## src/rtl/patgen_pkg.sv

```systemverilog
package patgen_pkg;

  localparam int MODE_BITS = 3;

  typedef enum logic [MODE_BITS-1:0] {
    MODE_HOLD    = 3'd0,
    MODE_COUNT   = 3'd1,
    MODE_WALK    = 3'd2,
    MODE_LFSR    = 3'd3,
    MODE_INV     = 3'd4,
    MODE_MIRROR  = 3'd5,
    MODE_XOR     = 3'd6,
    MODE_XOR_ALT = 3'd7
  } patMode_e;

  typedef struct packed {
    logic     step;
    patMode_e mode;
  } patCtl_t;

endpackage

```

## src/rtl/patgen_ctrl.sv

```systemverilog
module patgen_ctrl
  import patgen_pkg::*;
#(
  parameter int DIV_BITS = 6
) (
  input  logic                clk,
  input  logic                rstN,
  input  logic [MODE_BITS-1:0] modeSel,
  input  logic [DIV_BITS-1:0] stepDiv,
  output patCtl_t             ctl
);

  logic [DIV_BITS-1:0] tickCnt;
  logic                tickHit;

  // A lowered divider that falls below the elapsed count fires at once.
  assign tickHit = (tickCnt >= stepDiv);

  always_ff @(posedge clk or negedge rstN) begin
    if (!rstN) begin
      tickCnt <= '0;
    end else if (tickHit) begin
      tickCnt <= '0;
    end else begin
      tickCnt <= tickCnt + 1'b1;
    end
  end

  always_comb begin
    ctl.step = tickHit;
    ctl.mode = patMode_e'(modeSel);
  end

  AST_TICK_ADVANCE: assert property (@(posedge clk) disable iff (!rstN)
    !ctl.step |=> tickCnt == DIV_BITS'($past(tickCnt) + 1'b1));

  AST_TICK_RESTART: assert property (@(posedge clk) disable iff (!rstN)
    ctl.step |=> tickCnt == '0);

endmodule

```

## src/rtl/patgen_dp.sv

```systemverilog
module patgen_dp
  import patgen_pkg::*;
#(
  parameter int           W         = 8,
  parameter logic [W-1:0] LFSR_SEED = 8'h01,
  parameter logic [W-1:0] LFSR_TAPS = 8'hB8
) (
  input  logic         clk,
  input  logic         rstN,
  input  patCtl_t      ctl,
  input  logic [W-1:0] patA,
  input  logic [W-1:0] probe,
  output logic [W-1:0] patOut
);

  localparam logic [W-1:0] WALK_START = W'(1);

  logic [W-1:0] cntQ, walkQ, lfsrQ;
  logic [W-1:0] walkNext, lfsrNext, lfsrShift, outNext;
  logic [W-1:0] tapBits;
  logic         lfsrFb;

  // Tapped bits gathered per position; the feedback is their parity.
  for (genvar i = 0; i < W; i++) begin : gTap
    if (LFSR_TAPS[i]) begin : gOn
      assign tapBits[i] = lfsrQ[i];
    end else begin : gOff
      assign tapBits[i] = 1'b0;
    end
  end

  assign lfsrFb    = ^tapBits;
  assign lfsrShift = {lfsrQ[W-2:0], lfsrFb};
  assign lfsrNext  = (lfsrQ == '0 || lfsrShift == '0) ? LFSR_SEED : lfsrShift;
  assign walkNext  = (walkQ == '0) ? WALK_START : {walkQ[W-2:0], walkQ[W-1]};

  always_ff @(posedge clk or negedge rstN) begin
    if (!rstN) begin
      cntQ  <= '0;
      walkQ <= '0;
      lfsrQ <= LFSR_SEED;
    end else if (ctl.step) begin
      cntQ  <= cntQ + 1'b1;
      walkQ <= walkNext;
      lfsrQ <= lfsrNext;
    end
  end

  always_comb begin
    unique case (ctl.mode)
      MODE_HOLD:    outNext = patA;
      MODE_COUNT:   outNext = cntQ;
      MODE_WALK:    outNext = walkQ;
      MODE_LFSR:    outNext = lfsrQ;
      MODE_INV:     outNext = ~patA;
      MODE_MIRROR:  outNext = probe;
      MODE_XOR,
      MODE_XOR_ALT: outNext = probe ^ patA;
      default:      outNext = patA;
    endcase
  end

  always_ff @(posedge clk or negedge rstN) begin
    if (!rstN) begin
      patOut <= '0;
    end else begin
      patOut <= outNext;
    end
  end

  AST_CNT_STEP: assert property (@(posedge clk) disable iff (!rstN)
    ctl.step |=> cntQ == W'($past(cntQ) + 1'b1));

  AST_CNT_IDLE: assert property (@(posedge clk) disable iff (!rstN)
    !ctl.step |=> $stable(cntQ) && $stable(walkQ) && $stable(lfsrQ));

  AST_WALK_ONEHOT: assert property (@(posedge clk) disable iff (!rstN)
    $onehot0(walkQ));

  AST_LFSR_NONZERO: assert property (@(posedge clk) disable iff (!rstN)
    lfsrQ != '0);

  AST_MIRROR_OUT: assert property (@(posedge clk) disable iff (!rstN)
    ctl.mode == MODE_MIRROR |=> patOut == $past(probe));

  AST_XOR_ALIAS: assert property (@(posedge clk) disable iff (!rstN)
    (ctl.mode == MODE_XOR || ctl.mode == MODE_XOR_ALT)
      |=> patOut == $past(probe ^ patA));

  AST_INV_OUT: assert property (@(posedge clk) disable iff (!rstN)
    ctl.mode == MODE_INV |=> patOut == ~$past(patA));

endmodule

```

## src/rtl/patgen_top.sv

```systemverilog
module patgen_top
  import patgen_pkg::*;
#(
  parameter int           W         = 8,
  parameter int           DIV_BITS  = 6,
  parameter logic [W-1:0] LFSR_SEED = 8'h01,
  parameter logic [W-1:0] LFSR_TAPS = 8'hB8
) (
  input  logic                 clk,
  input  logic                 rstN,
  input  logic [MODE_BITS-1:0] modeSel,
  input  logic [DIV_BITS-1:0]  stepDiv,
  input  logic [W-1:0]         patA,
  input  logic [W-1:0]         probe,
  output logic [W-1:0]         patOut
);

  patCtl_t ctl;

  patgen_ctrl #(
    .DIV_BITS(DIV_BITS)
  ) uCtrl (
    .clk    (clk),
    .rstN   (rstN),
    .modeSel(modeSel),
    .stepDiv(stepDiv),
    .ctl    (ctl)
  );

  patgen_dp #(
    .W        (W),
    .LFSR_SEED(LFSR_SEED),
    .LFSR_TAPS(LFSR_TAPS)
  ) uDp (
    .clk   (clk),
    .rstN  (rstN),
    .ctl   (ctl),
    .patA  (patA),
    .probe (probe),
    .patOut(patOut)
  );

  AST_RESET_OUT: assert property (@(posedge clk)
    !rstN |-> patOut == '0);

endmodule

```

## config.mk

```make
export PLATFORM = sky130hd
export DESIGN_NAME = patgen_top
export DESIGN_NICKNAME = d
export VERILOG_FILES = /design/src/rtl/patgen_pkg.sv /design/src/rtl/patgen_ctrl.sv /design/src/rtl/patgen_dp.sv /design/src/rtl/patgen_top.sv
export SDC_FILE = /design/constraint.sdc
export NUM_CORES = 1
export LEC_CHECK = 0
export ABC_AREA = 1
export ABC_CLOCK_PERIOD_IN_PS = 4300
export BUFFER_PORTS_ARGS = -buffer_cell sky130_fd_sc_hd__buf_2
export CAP_MARGIN = 20
export CORE_MARGIN = 8
export CORE_UTILIZATION = 45
export DETAILED_ROUTE_END_ITERATION = 6
export GPL_TIMING_DRIVEN = 0
export MAX_ROUTING_LAYER = met4
export PLACE_DENSITY = 0.66
export SLEW_MARGIN = 5
export SYNTH_ARGS = -nofsm -noshare
export SYNTH_HDL_FRONTEND = slang
export SYNTH_SLANG_ARGS = --single-unit
```

## constraint.sdc

```tcl
create_clock -name clk -period 4.3 [get_ports clk]
set_clock_uncertainty 0.15 [all_clocks]
set_input_delay 0.43 -clock clk [delete_from_list [all_inputs] [get_ports clk]]
set_output_delay 0.43 -clock clk [all_outputs]
set_load 0.01 [all_outputs]
```

==> flow_summary.ini, run 1 <==
[power_and_ir_drop]
p_clk_share_pct = 19.9
power.internal_mw = 0.938
max-vdd-ir-drop_mv = 0.278
post-layout-total-power_mw = 1.56
p_per_area_nw_per_um2 = 592
switching_share_pct = 39.9
static-leakage-power_nw = 1.36
p_comb_share_pct = 42.2
seq_power_share_pct = 37.9
net-switching-power_mw = 0.623

[critical_path]
timing.setup.critical_path_class = flip-flop to flip-flop
worst_r2r_path_depth = 10
cp_data_arrival_time_ns = 1.90
crit-reg2reg-capture = uDp.walkQ[3]$_DFFE_PN0P_
crit-reg2reg-launch = uCtrl.tickCnt[0]$_DFF_PN0_
startpoint_type = flip-flop
worst-r2r-setup-slack_ns = 2.40
worst-path-max-fanout = 10
worst_setup_path_end_kind = flip-flop
worst-endpoint-required_ns = 4.30

[yosys]
prevailing_post_synth_register_cell = sky130_fd_sc_hd__dfrtp_1
synthMuxAreaShare_pct = 0
yosys-top-cells-area = sky130_fd_sc_hd__dfrtp_1 (41%), sky130_fd_sc_hd__nand2_1 (15%), sky130_fd_sc_hd__inv_1 (7.0%)
synth_simple_gate_area_share_pct = 28.3
synth_seq_cells = 38
synth_area_sq_um = 2270
synth_compound_area_share_pct = 13.2
synth_adder_area_share_pct = 4.97
synth.distinct_cells = 24
post_synth_xor_area_fraction_pct = 1.93
asyncSetResetFlopFracSynth_pct = 100
gate_count_after_technology_mapping = 305
syn-num-nets = 341
post_synth_edffs = 0
synth_top_cell_by_area = sky130_fd_sc_hd__dfrtp_1
synth_sequential_area_ratio_pct = 42.0
yosys_warnings = 0
combinational_family_with_the_most_area_after_synthesis = simple AND/OR/NAND/NOR gates
netlist.area_leader.share_pct = 40.8
syn_area_per_cell_sq_um = 7.43

[cells_and_area]
fin_nets = 382
fillerInstances = 499
area_growth_syn_to_layout_pct = 16.3
stdcell_count = 416
antenna_cells = 0
postLayoutCellArea_sq_um = 2640
fin_util_pct = 53.0
proportion_of_layout_cells_with_a_drive_suffix_above_1_pct = 16.2

[drt]
remaining_drc_errors = 0
detail_route.first_pass.iterations = 4
wl_per_cell_microns = 12.6
dr.first_iter.drc_count = 83
antenna_left = 0
routed-via-count = 2067
postRouteWirelength_mm = 5.24
vias_per_cell = 4.97

[sta]
final_max_slew_viol_count = 0
setup-tns-final_ns = 0
finalHoldViolCount = 0
finalCriticalPeriod_ns = 1.90
fmax_ghz = 0.528
slew-limit-headroom_pct = 43.4
timing.final.crit_share_pct = 44.1
grt_setup_unrepaired = false
max_slew.worst_pin.slew_ns = 0.849
final-setup-viol-count = 0

[global_route]
gr_util_all_layers_pct = 15.4
grt_overflow_total = 0
global_route_wire_length_before_repair_mm = 9.11
via_count_of_the_first_global_routing_pass = 2017
grt_start_max_net_pins = 39
antenna_found_initial = 0

[floorplan]
std_cell_rows = 26
design.core.area_sq_um = 4980
die_w_microns = 87.0
i_o_pin_count = 35
fp.dieArea_sq_um = 7570
die-height_microns = 87.0
initial_core_utilization_pct = 45.6

[cts]
post_cts.repair.setup_buffers = 0
clock_sinks = 38
cts_max_path_buffers = 2
post_cts_resize_count = 0
cts-htree-levels = 2
clk_pin_slew_ns = 0.08
ctsHoldBuffers = 0
cell_at_the_root_of_the_clock_tree = sky130_fd_sc_hd__clkbuf_8
cts_tree = done
insertion_delay_ns = 0.29
cts-buffers-inserted = 5

[placement]
dp_hpwl_mm = 3.94
placed_area_sq_um = 2520
port_buffers = 34
finalWeightedCongestion = 0.889
dp.cells = 409

[worst_hold_path]
min_path_type = input port to async pin

[job]
max_cap_viol_count = 0

[status]
run_status = completed
[critical path, stage by stage, from the launching register on]
cell and delay, ns:
sky130_fd_sc_hd__dfrtp_1 0.39, sky130_fd_sc_hd__inv_1 0.06, sky130_fd_sc_hd__ha_1 0.26, sky130_fd_sc_hd__inv_1 0.03, sky130_fd_sc_hd__nand2_1 0.04, sky130_fd_sc_hd__nand2_1 0.04
sky130_fd_sc_hd__nand2_1 0.06, sky130_fd_sc_hd__nand2_1 0.09, sky130_fd_sc_hd__nand2_2 0.10, sky130_fd_sc_hd__clkbuf_1 0.38, sky130_fd_sc_hd__o21ai_0 0.15
[layout by cell type (no fill, tap or decap), drive strengths merged]
master,instances
nor3b,2
nand3b,2
nand4,2
a21o,8
bufinv,1
ha,9
inv,45
a21oi,7
xor2,4
clkbuf,7
nor3,2
buf,38
nand2,96
nor2,29
o21ai,30
o22ai,7
dfrtp,37
dfstp,1
nand3,18
xnor2,1
[cell families (layout without fill, tap and decap cells)]
logic type / Yosys count / count (layout)
adders and majority gates: 9 / 9
DFF: 38 / 38
and+or+nand+nor: 151 / 151
xor gates and xnor gates: 5 / 5
buffers and inverters: 50 / 91
AOI/OAI and AO/OA: 52 / 52
[state kept, by name, indices dropped and copies added (netlist names)]
signal,cells
uDp.walkQ,8
uDp.cntQ,8
uDp.lfsrQ,8
uDp.patOut,8
uCtrl.tickCnt,6
[synth_stat cells (all sizes together) (4+ instances only)]
cell,count
a21o,8
a21oi,7
buf,4
dfrtp,37
ha,9
inv,45
nand2,96
nand3,18
nor2,29
o21ai,30
o22ai,7
xor2,4
[per-stage QoR]
| stage | hold slack [ns] | setup WS [ns] |
|---|---|---|
| 4_1_cts | 0.133 | 2.39 |
| 3_3_place_gp | 0.311 | 2.32 |
| 5_1_grt | 0.162 | 2.25 |
| 6_report | 0.0916 | 2.40 |
| 3_5_place_dp | 0.319 | 2.28 |
| 2_1_floorplan | -0.0156 | 2.57 |
[final cells by class]
class / instances / area (sq um) / share of cell area, %
Buffer: 5 / 48.8 / 1.85
Clock buffer: 6 / 82.6 / 3.13
Clock inverter: 1 / 30.0 / 1.14
Inverter: 45 / 169 / 6.40
Multi-Input combinational cell: 217 / 1100 / 41.6
Sequential cell: 38 / 952 / 36.1
Tap cell: 70 / 87.6 / 3.32
Timing Repair Buffer: 34 / 170 / 6.45
[power by group through the flow]
stage               combinational, mW  sequential [mW]  clock [mW]
floorplan                       0.493            0.581           0
detailed placement              0.662            0.596           0
finish                          0.659            0.592       0.310
global placement                0.648            0.593           0
global route                    0.766            0.611       0.331
CTS                             0.666            0.590       0.318
[per-layer routing]
metal  up-vias  wire, microns  track usage [%]  share of wire, %
li1       1058              -                -                 -
met1       952           2440             19.5                47
met2        48           2490             24.1                48
met3         9            239             3.30               4.6
met4         0             64             4.69               1.2
met5         -              0                -                 0
[worst max-delay path by stage]
| stage | start | endpoint | slack, ns | cells past startpoint |
|---|---|---|---|---|
| 2_1_floorplan | stepDiv[5] | uDp.lfsrQ[7]$_DFFE_PN0P_ | 2.57 | 10 |
| 3_3_place_gp | stepDiv[5] | uDp.walkQ[0]$_DFFE_PN0P_ | 2.32 | 9 |
| 3_5_place_dp | stepDiv[5] | uDp.cntQ[6]$_DFFE_PN0P_ | 2.28 | 9 |
| 4_1_cts | uCtrl.tickCnt[0]$_DFF_PN0_ | uDp.cntQ[6]$_DFFE_PN0P_ | 2.39 | 10 |
| 5_1_grt | uCtrl.tickCnt[0]$_DFF_PN0_ | uDp.cntQ[4]$_DFFE_PN0P_ | 2.25 | 10 |
| 6_report | uCtrl.tickCnt[0]$_DFF_PN0_ | uDp.walkQ[3]$_DFFE_PN0P_ | 2.40 | 10 |
Note: power is estimated with default switching activity, not from simulation.
==> inputs of run 2 (changes only) <==
--- a/config.mk
+++ b/config.mk
@@ -6,7 +6,7 @@
 export NUM_CORES = 1
 export LEC_CHECK = 0
 export ABC_AREA = 1
-export ABC_CLOCK_PERIOD_IN_PS = 4300
+export ABC_CLOCK_PERIOD_IN_PS = 1830
 export BUFFER_PORTS_ARGS = -buffer_cell sky130_fd_sc_hd__buf_2
 export CAP_MARGIN = 20
 export CORE_MARGIN = 8
==> constraint.sdc (replaced) <==
create_clock -name clk -period 1.83 [get_ports clk]
set_clock_uncertainty 0.15 [all_clocks]
set_input_delay 0.183 -clock clk [delete_from_list [all_inputs] [get_ports clk]]
set_output_delay 0.183 -clock clk [all_outputs]
set_load 0.01 [all_outputs]
==> flow_summary.ini, run 2 (synthesis results as in run 1) <==
[cells_and_area]
fillerInstances = 475
area_growth_syn_to_layout_pct = 25.3
fin_nets = 397
layout.cells.most_common = sky130_fd_sc_hd__nand2_1
fin_util_pct = 57.1
proportion_of_layout_cells_with_a_drive_suffix_above_1_pct = 19.9
seqCellArea_sq_um = 952
mostFrequentLayoutCells = sky130_fd_sc_hd__nand2_1 (88), sky130_fd_sc_hd__inv_1 (42), sky130_fd_sc_hd__dfrtp_1 (37)
area_of_the_multi_input_gates_sq_um = 1140
antenna_cells = 0

[status]
run_status = completed

[critical_path]
cp_data_arrival_time_ns = 1.85
timing.critical_path.cells = ha_1 -> nand2_1 -> nand2_2 -> a21oi_4 -> nand2_4 -> buf_8 -> inv_1 -> nand2_1 -> nor2_1
crit-reg2reg-launch = uCtrl.tickCnt[3]$_DFF_PN0_
startpoint_type = flip-flop
worst-path-max-fanout = 5
timing.setup.critical_path_class = flip-flop to flip-flop
worst_r2r_path_depth = 9
worst_setup_path_end_kind = flip-flop
crit-reg2reg-capture = uCtrl.tickCnt[5]$_DFF_PN0_
worst-endpoint-required_ns = 1.90
cp_slowest_stage_delay_ns = 0.39
slowest_stage = sky130_fd_sc_hd__dfrtp_1
worst-r2r-setup-slack_ns = 0.05
critical_path.most_common_cell = sky130_fd_sc_hd__nand2_1

[sta]
max_slew.worst_pin.slew_ns = 0.856
finalHoldViolCount = 0
grt_setup_unrepaired = true
finalCriticalPeriod_ns = 1.78
fmax_ghz = 0.563
slew-limit-headroom_pct = 42.9
final_max_slew_viol_count = 0
timing.final.crit_share_pct = 97.1
final-setup-viol-count = 0

[worst_hold_path]
min_path_type = input port to flip-flop
launch_point_of_the_worst_hold_path = patA[0]
worst_hold_path.num_cells = 3
hold_ep = uDp.patOut[0]$_DFF_PN0_

[global_route]
global_route_wire_length_before_repair_mm = 9.18
via_count_of_the_first_global_routing_pass = 2043
antenna_found_initial = 0
grt_start_max_net_pins = 39
grt_overflow_total = 0
gr_util_all_layers_pct = 15.6

[power_and_ir_drop]
net-switching-power_mw = 1.57
max-vdd-ir-drop_mv = 0.674
power.internal_mw = 2.40
post-layout-total-power_mw = 3.97
p_per_area_nw_per_um2 = 1400
static-leakage-power_nw = 1.45
seq_power_share_pct = 35.3
p_clk_share_pct = 18.5
p_comb_share_pct = 46.2
switching_share_pct = 39.5

[drt]
detail_route.first_pass.iterations = 4
vias_per_cell = 4.93
routed-via-count = 2123
wl_per_cell_microns = 12.8
postRouteWirelength_mm = 5.53
remaining_drc_errors = 0
antenna_left = 0
dr.first_iter.drc_count = 104

[cts]
cts-htree-levels = 2
cell_at_the_root_of_the_clock_tree = sky130_fd_sc_hd__clkbuf_8
cts_max_path_buffers = 2
insertion_delay_ns = 0.29
clk_pin_slew_ns = 0.08
cts-buffers-inserted = 5
cts_tree = done
clock_sinks = 38

[job]
max_cap_viol_count = 0

[floorplan]
design.core.area_sq_um = 4980
std_cell_rows = 26
initial_core_utilization_pct = 45.6
die_w_microns = 87.0
fp.dieArea_sq_um = 7570
i_o_pin_count = 35
die-height_microns = 87.0

[placement]
port_buffers = 34
dp_hpwl_mm = 3.94
finalWeightedCongestion = 0.889
==> run 2: cell count changes in the layout (fill, tap and decap cells not counted) <==
cell                            previous run  this run
sky130_fd_sc_hd__o21ai_0                  22        14
sky130_fd_sc_hd__o21ai_1                   8        16
sky130_fd_sc_hd__dlygate4sd3_1             0         7
sky130_fd_sc_hd__buf_4                     0         6
sky130_fd_sc_hd__nand2_1                  93        88
sky130_fd_sc_hd__nand2_2                   3         7
sky130_fd_sc_hd__buf_8                     0         2
sky130_fd_sc_hd__ha_1                      9         7
sky130_fd_sc_hd__ha_4                      0         2
sky130_fd_sc_hd__buf_6                     4         3
sky130_fd_sc_hd__clkbuf_1                  1         0
sky130_fd_sc_hd__clkbuf_16                 0         1
sky130_fd_sc_hd__clkbuf_2                  0         1
sky130_fd_sc_hd__nand2_4                   0         1
==> run 2: routing by layer <==
layer  GRT usage, %  share of wire [%]  vias up
li1               -                  -     1083
met1           19.7                 47      985
met2           24.1                 48       47
met3           3.40                4.3        8
met4           5.16                1.2        0
met5              -                  0        -
==> run 2: worst max-delay path, delay by kind of cell, from the launching register on <==
| kind | cells | cell delay (ns) |
|---|---|---|
| compound gates | 1 | 0.18 |
| fa+ha+maj | 1 | 0.29 |
| buf+inv | 2 | 0.28 |
| flops | 1 | 0.39 |
| simple gates | 5 | 0.41 |
==> run 2: what timing repair did <==
| action | CTS | global route |
|---|---|---|
| gates cloned | 0 | 1 |
| hold buffers | 7 | 0 |
| pin swaps | 0 | 1 |
| setup buffers | 0 | 7 |
| endpoints found under the setup margin | 10 | 29 |
| endpoints found under the hold margin | 43 | 0 |
| gates resized for setup | 1 | 19 |
==> run 2: power by group through the flow <==
stage / combinational, mW / sequential (mW) / clock (mW)
finish: 1.83 / 1.40 / 0.735
global route: 2.09 / 1.44 / 0.780
CTS: 1.58 / 1.39 / 0.747
detailed placement: 1.56 / 1.40 / 0
global placement: 1.52 / 1.39 / 0
floorplan: 1.16 / 1.37 / 0
==> run 2: cell type report <==
cell class | instances | area share (%)
multi-input combinational | 217 | 40.1
inverter | 45 | 5.95
sequential | 38 | 33.5
buffer | 5 | 2.03
clock inverter | 1 | 1.06
clock buffer | 6 | 2.91
tap | 70 | 3.08
timing repair buffer | 49 | 11.3
==> run 2: stage by stage <==
stage	hold slack (ns)	setup WS (ns)	cell area, sq um	setup TNS, ns	std cells
2_1_floorplan	-0.263	0.170	2270	0	305
5_1_grt	0.0218	-0.0469	2840	-0.501	431
3_3_place_gp	0.196	-0.0377	2520	-0.115	409
3_5_place_dp	0.207	-0.0601	2520	-0.390	409
4_1_cts	0.00437	0.00258	2710	0	423
6_report	0.00727	0.0540	2840	0	431
==> run 2: worst max-delay path by stage <==
stage,start,to,slack (ns),depth (start not counted)
after floorplan,uCtrl.tickCnt[4]$_DFF_PN0_,uDp.lfsrQ[7]$_DFFE_PN0P_,0.17,9
after global placement,uCtrl.tickCnt[0]$_DFF_PN0_,uDp.walkQ[0]$_DFFE_PN0P_,-0.04,10
after detailed placement,uCtrl.tickCnt[0]$_DFF_PN0_,uDp.cntQ[6]$_DFFE_PN0P_,-0.06,10
after CTS,uCtrl.tickCnt[0]$_DFF_PN0_,uCtrl.tickCnt[5]$_DFF_PN0_,0.003,12
after global routing,uCtrl.tickCnt[3]$_DFF_PN0_,uCtrl.tickCnt[5]$_DFF_PN0_,-0.05,9
final,uCtrl.tickCnt[3]$_DFF_PN0_,uCtrl.tickCnt[5]$_DFF_PN0_,0.05,9
==> inputs of run 3 (changes only) <==
--- a/config.mk
+++ b/config.mk
@@ -10,11 +10,11 @@
 export BUFFER_PORTS_ARGS = -buffer_cell sky130_fd_sc_hd__buf_2
 export CAP_MARGIN = 20
 export CORE_MARGIN = 8
-export CORE_UTILIZATION = 45
+export CORE_UTILIZATION = 50
 export DETAILED_ROUTE_END_ITERATION = 6
 export GPL_TIMING_DRIVEN = 0
 export MAX_ROUTING_LAYER = met4
-export PLACE_DENSITY = 0.66
+export PLACE_DENSITY = 0.72
 export SLEW_MARGIN = 5
 export SYNTH_ARGS = -nofsm -noshare
 export SYNTH_HDL_FRONTEND = slang
==> flow_summary.ini, run 3 (synthesis results as in run 1) <==
[status]
run_status = complete, but fails checks
failing_checks = negative setup slack

[sta]
final_max_slew_viol_count = 0
grt_setup_unrepaired = true
slew-limit-headroom_pct = 43.7
final-setup-viol-count = 1
max_slew.worst_pin.slew_ns = 0.845
finalHoldViolCount = 0
timing.final.crit_share_pct = 100
worst_hold_slack_ns = 0.0106
setup_slack_ns = -0.00425
setup-tns-final_ns = -0.00425
fmax_ghz = 0.545
finalCriticalPeriod_ns = 1.83

[global_route]
via_count_of_the_first_global_routing_pass = 1944
grt_overflow_total = 0
grt_use_met2_pct = 24.8
gr_util_all_layers_pct = 16.4
global_route_wire_length_before_repair_mm = 9.27
grt_use_met1_pct = 20.8
antenna_found_initial = 0
grt_start_max_net_pins = 39
gr-usage-met3_pct = 4.59
grt_busiest_layer = met2

[floorplan]
fp.dieArea_sq_um = 6940
initial_core_utilization_pct = 52.1
std_cell_rows = 24
die_w_microns = 83.3
design.core.area_sq_um = 4350
die-height_microns = 83.3
i_o_pin_count = 35

[drt]
routed-via-count = 2152
detail_route.first_pass.iterations = 5
antenna_left = 0
postRouteWirelength_mm = 5.67
dr.first_iter.drc_count = 130
vias_per_cell = 5.17
wl_per_cell_microns = 13.6
remaining_drc_errors = 0

[cells_and_area]
fillerInstances = 370
mostFrequentLayoutCells = sky130_fd_sc_hd__nand2_1 (90), sky130_fd_sc_hd__inv_1 (42), sky130_fd_sc_hd__dfrtp_1 (37)
proportion_of_layout_cells_with_a_drive_suffix_above_1_pct = 19.0
antenna_cells = 0
layout.cells.most_common = sky130_fd_sc_hd__nand2_1
fin_nets = 399
area_growth_syn_to_layout_pct = 23.3

[critical_path]
timing.critical_path.cells = ha_1 -> nand2_2 -> nor2_1 -> nand2_2 -> nand2_4 -> clkbuf_2 -> o21ai_0
path_buf_inv = 1
startpoint_type = flip-flop
critical_path.most_common_cell = sky130_fd_sc_hd__nand2_2
cp_slowest_stage_delay_ns = 0.42
worst_setup_path_end_kind = flip-flop
timing.setup.critical_path_class = flip-flop to flip-flop
worst-endpoint-required_ns = 1.85
worst-path-max-fanout = 10
cp_data_arrival_time_ns = 1.86
crit_family = flip-flops
slowest_stage = sky130_fd_sc_hd__dfrtp_1

[placement]
finalWeightedCongestion = 0.853
dp_hpwl_mm = 3.93
port_buffers = 34

[cts]
insertion_delay_ns = 0.30
cts_tree = done
cell_at_the_root_of_the_clock_tree = sky130_fd_sc_hd__clkbuf_8
cts-htree-levels = 2
cts_max_path_buffers = 2
cts-buffers-inserted = 5
clock_sinks = 38
clk_pin_slew_ns = 0.08

[job]
max_cap_viol_count = 0

[worst_hold_path]
min_path_type = input port to flip-flop

[power_and_ir_drop]
p_per_area_nw_per_um2 = 1370
max-vdd-ir-drop_mv = 0.653
static-leakage-power_nw = 1.44
==> run 3: cell count changes in the layout (fill, tap and decap cells not counted), sizes merged <==
cell | previous run | this run
bufinv | 1 | 0
clkinv | 0 | 1
clkbuf | 8 | 9
dlygate4sd3 | 7 | 9
==> run 3: area by class of cell <==
class	instances	area, sq um	area share, %
inverters	45	169	6.04
clock inverters	1	5.00	0.179
multi-input cells	217	1120	40.2
clock buffers	7	86.3	3.09
repair buffers	51	338	12.1
well taps	52	65.1	2.33
plain buffers	5	57.6	2.06
flip-flops and latches	38	952	34.1
==> run 3: path summary, 6_finish.rpt <==
kind                       depth (start not counted)                  endpoint                       start  slack [ns]
max in group asynchronous                          2  uDp.walkQ[7]$_DFFE_PN0P_                        rstN        0.63
min                                                3   uDp.patOut[6]$_DFF_PN0_                    probe[6]        0.01
min in group asynchronous                          2   uDp.cntQ[5]$_DFFE_PN0P_                        rstN        0.37
max                                                7   uDp.cntQ[6]$_DFFE_PN0P_  uCtrl.tickCnt[4]$_DFF_PN0_      -0.004
max reg2reg                                        7   uDp.cntQ[6]$_DFFE_PN0P_  uCtrl.tickCnt[4]$_DFF_PN0_      -0.004
min reg2reg                                        2  uDp.walkQ[6]$_DFFE_PN0P_    uDp.walkQ[5]$_DFFE_PN0P_        0.33
==> run 3: repair_timing <==
| action | in CTS | in global routing |
|---|---|---|
| hold buffers | 8 | 1 |
| endpoints found under the hold margin | 44 | 1 |
| buffers inserted | 1 | 6 |
| cloned | 0 | 1 |
| resized for setup | 1 | 13 |
| endpoints found under the setup margin | 11 | 23 |
| pin swaps | 0 | 3 |
==> run 3: power by group <==
| part | internal, mW | total [mW] | switching, mW |
|---|---|---|---|
| registers | 1.16 | 1.39 | 0.227 |
| clock network | 0.304 | 0.615 | 0.311 |
| logic | 0.783 | 1.82 | 1.03 |
==> run 3: per-stage QoR <==
step | area, sq um | setup slack (ns) | utilization [%] | power [mW] | instances
2_1_floorplan | 2270 | 0.170 | - | 2.53 | 305
6_report | 2800 | -0.00425 | 64.2 | 3.82 | 416
5_1_grt | 2800 | -0.0513 | 64.2 | 4.14 | 416
3_3_place_gp | 2500 | -0.0769 | 57.5 | 2.91 | 391
4_1_cts | 2680 | 0.0248 | 61.6 | 3.61 | 408
3_5_place_dp | 2500 | -0.101 | 57.5 | 2.96 | 391
==> run 3: worst register-to-register path: stages (launching register included) <==
cell	delay (ns)
sky130_fd_sc_hd__dfrtp_1	0.42
sky130_fd_sc_hd__ha_1	0.31
sky130_fd_sc_hd__nand2_2	0.07
sky130_fd_sc_hd__nor2_1	0.13
sky130_fd_sc_hd__nand2_2	0.10
sky130_fd_sc_hd__nand2_4	0.12
sky130_fd_sc_hd__clkbuf_2	0.26
sky130_fd_sc_hd__o21ai_0	0.14
==> run 3: routing by layer <==
layer / part of all wire, % / wire, microns
met4: 1.4 / 82
met3: 5.4 / 304
met5: 0 / 0
met1: 44 / 2500
met2: 49 / 2790
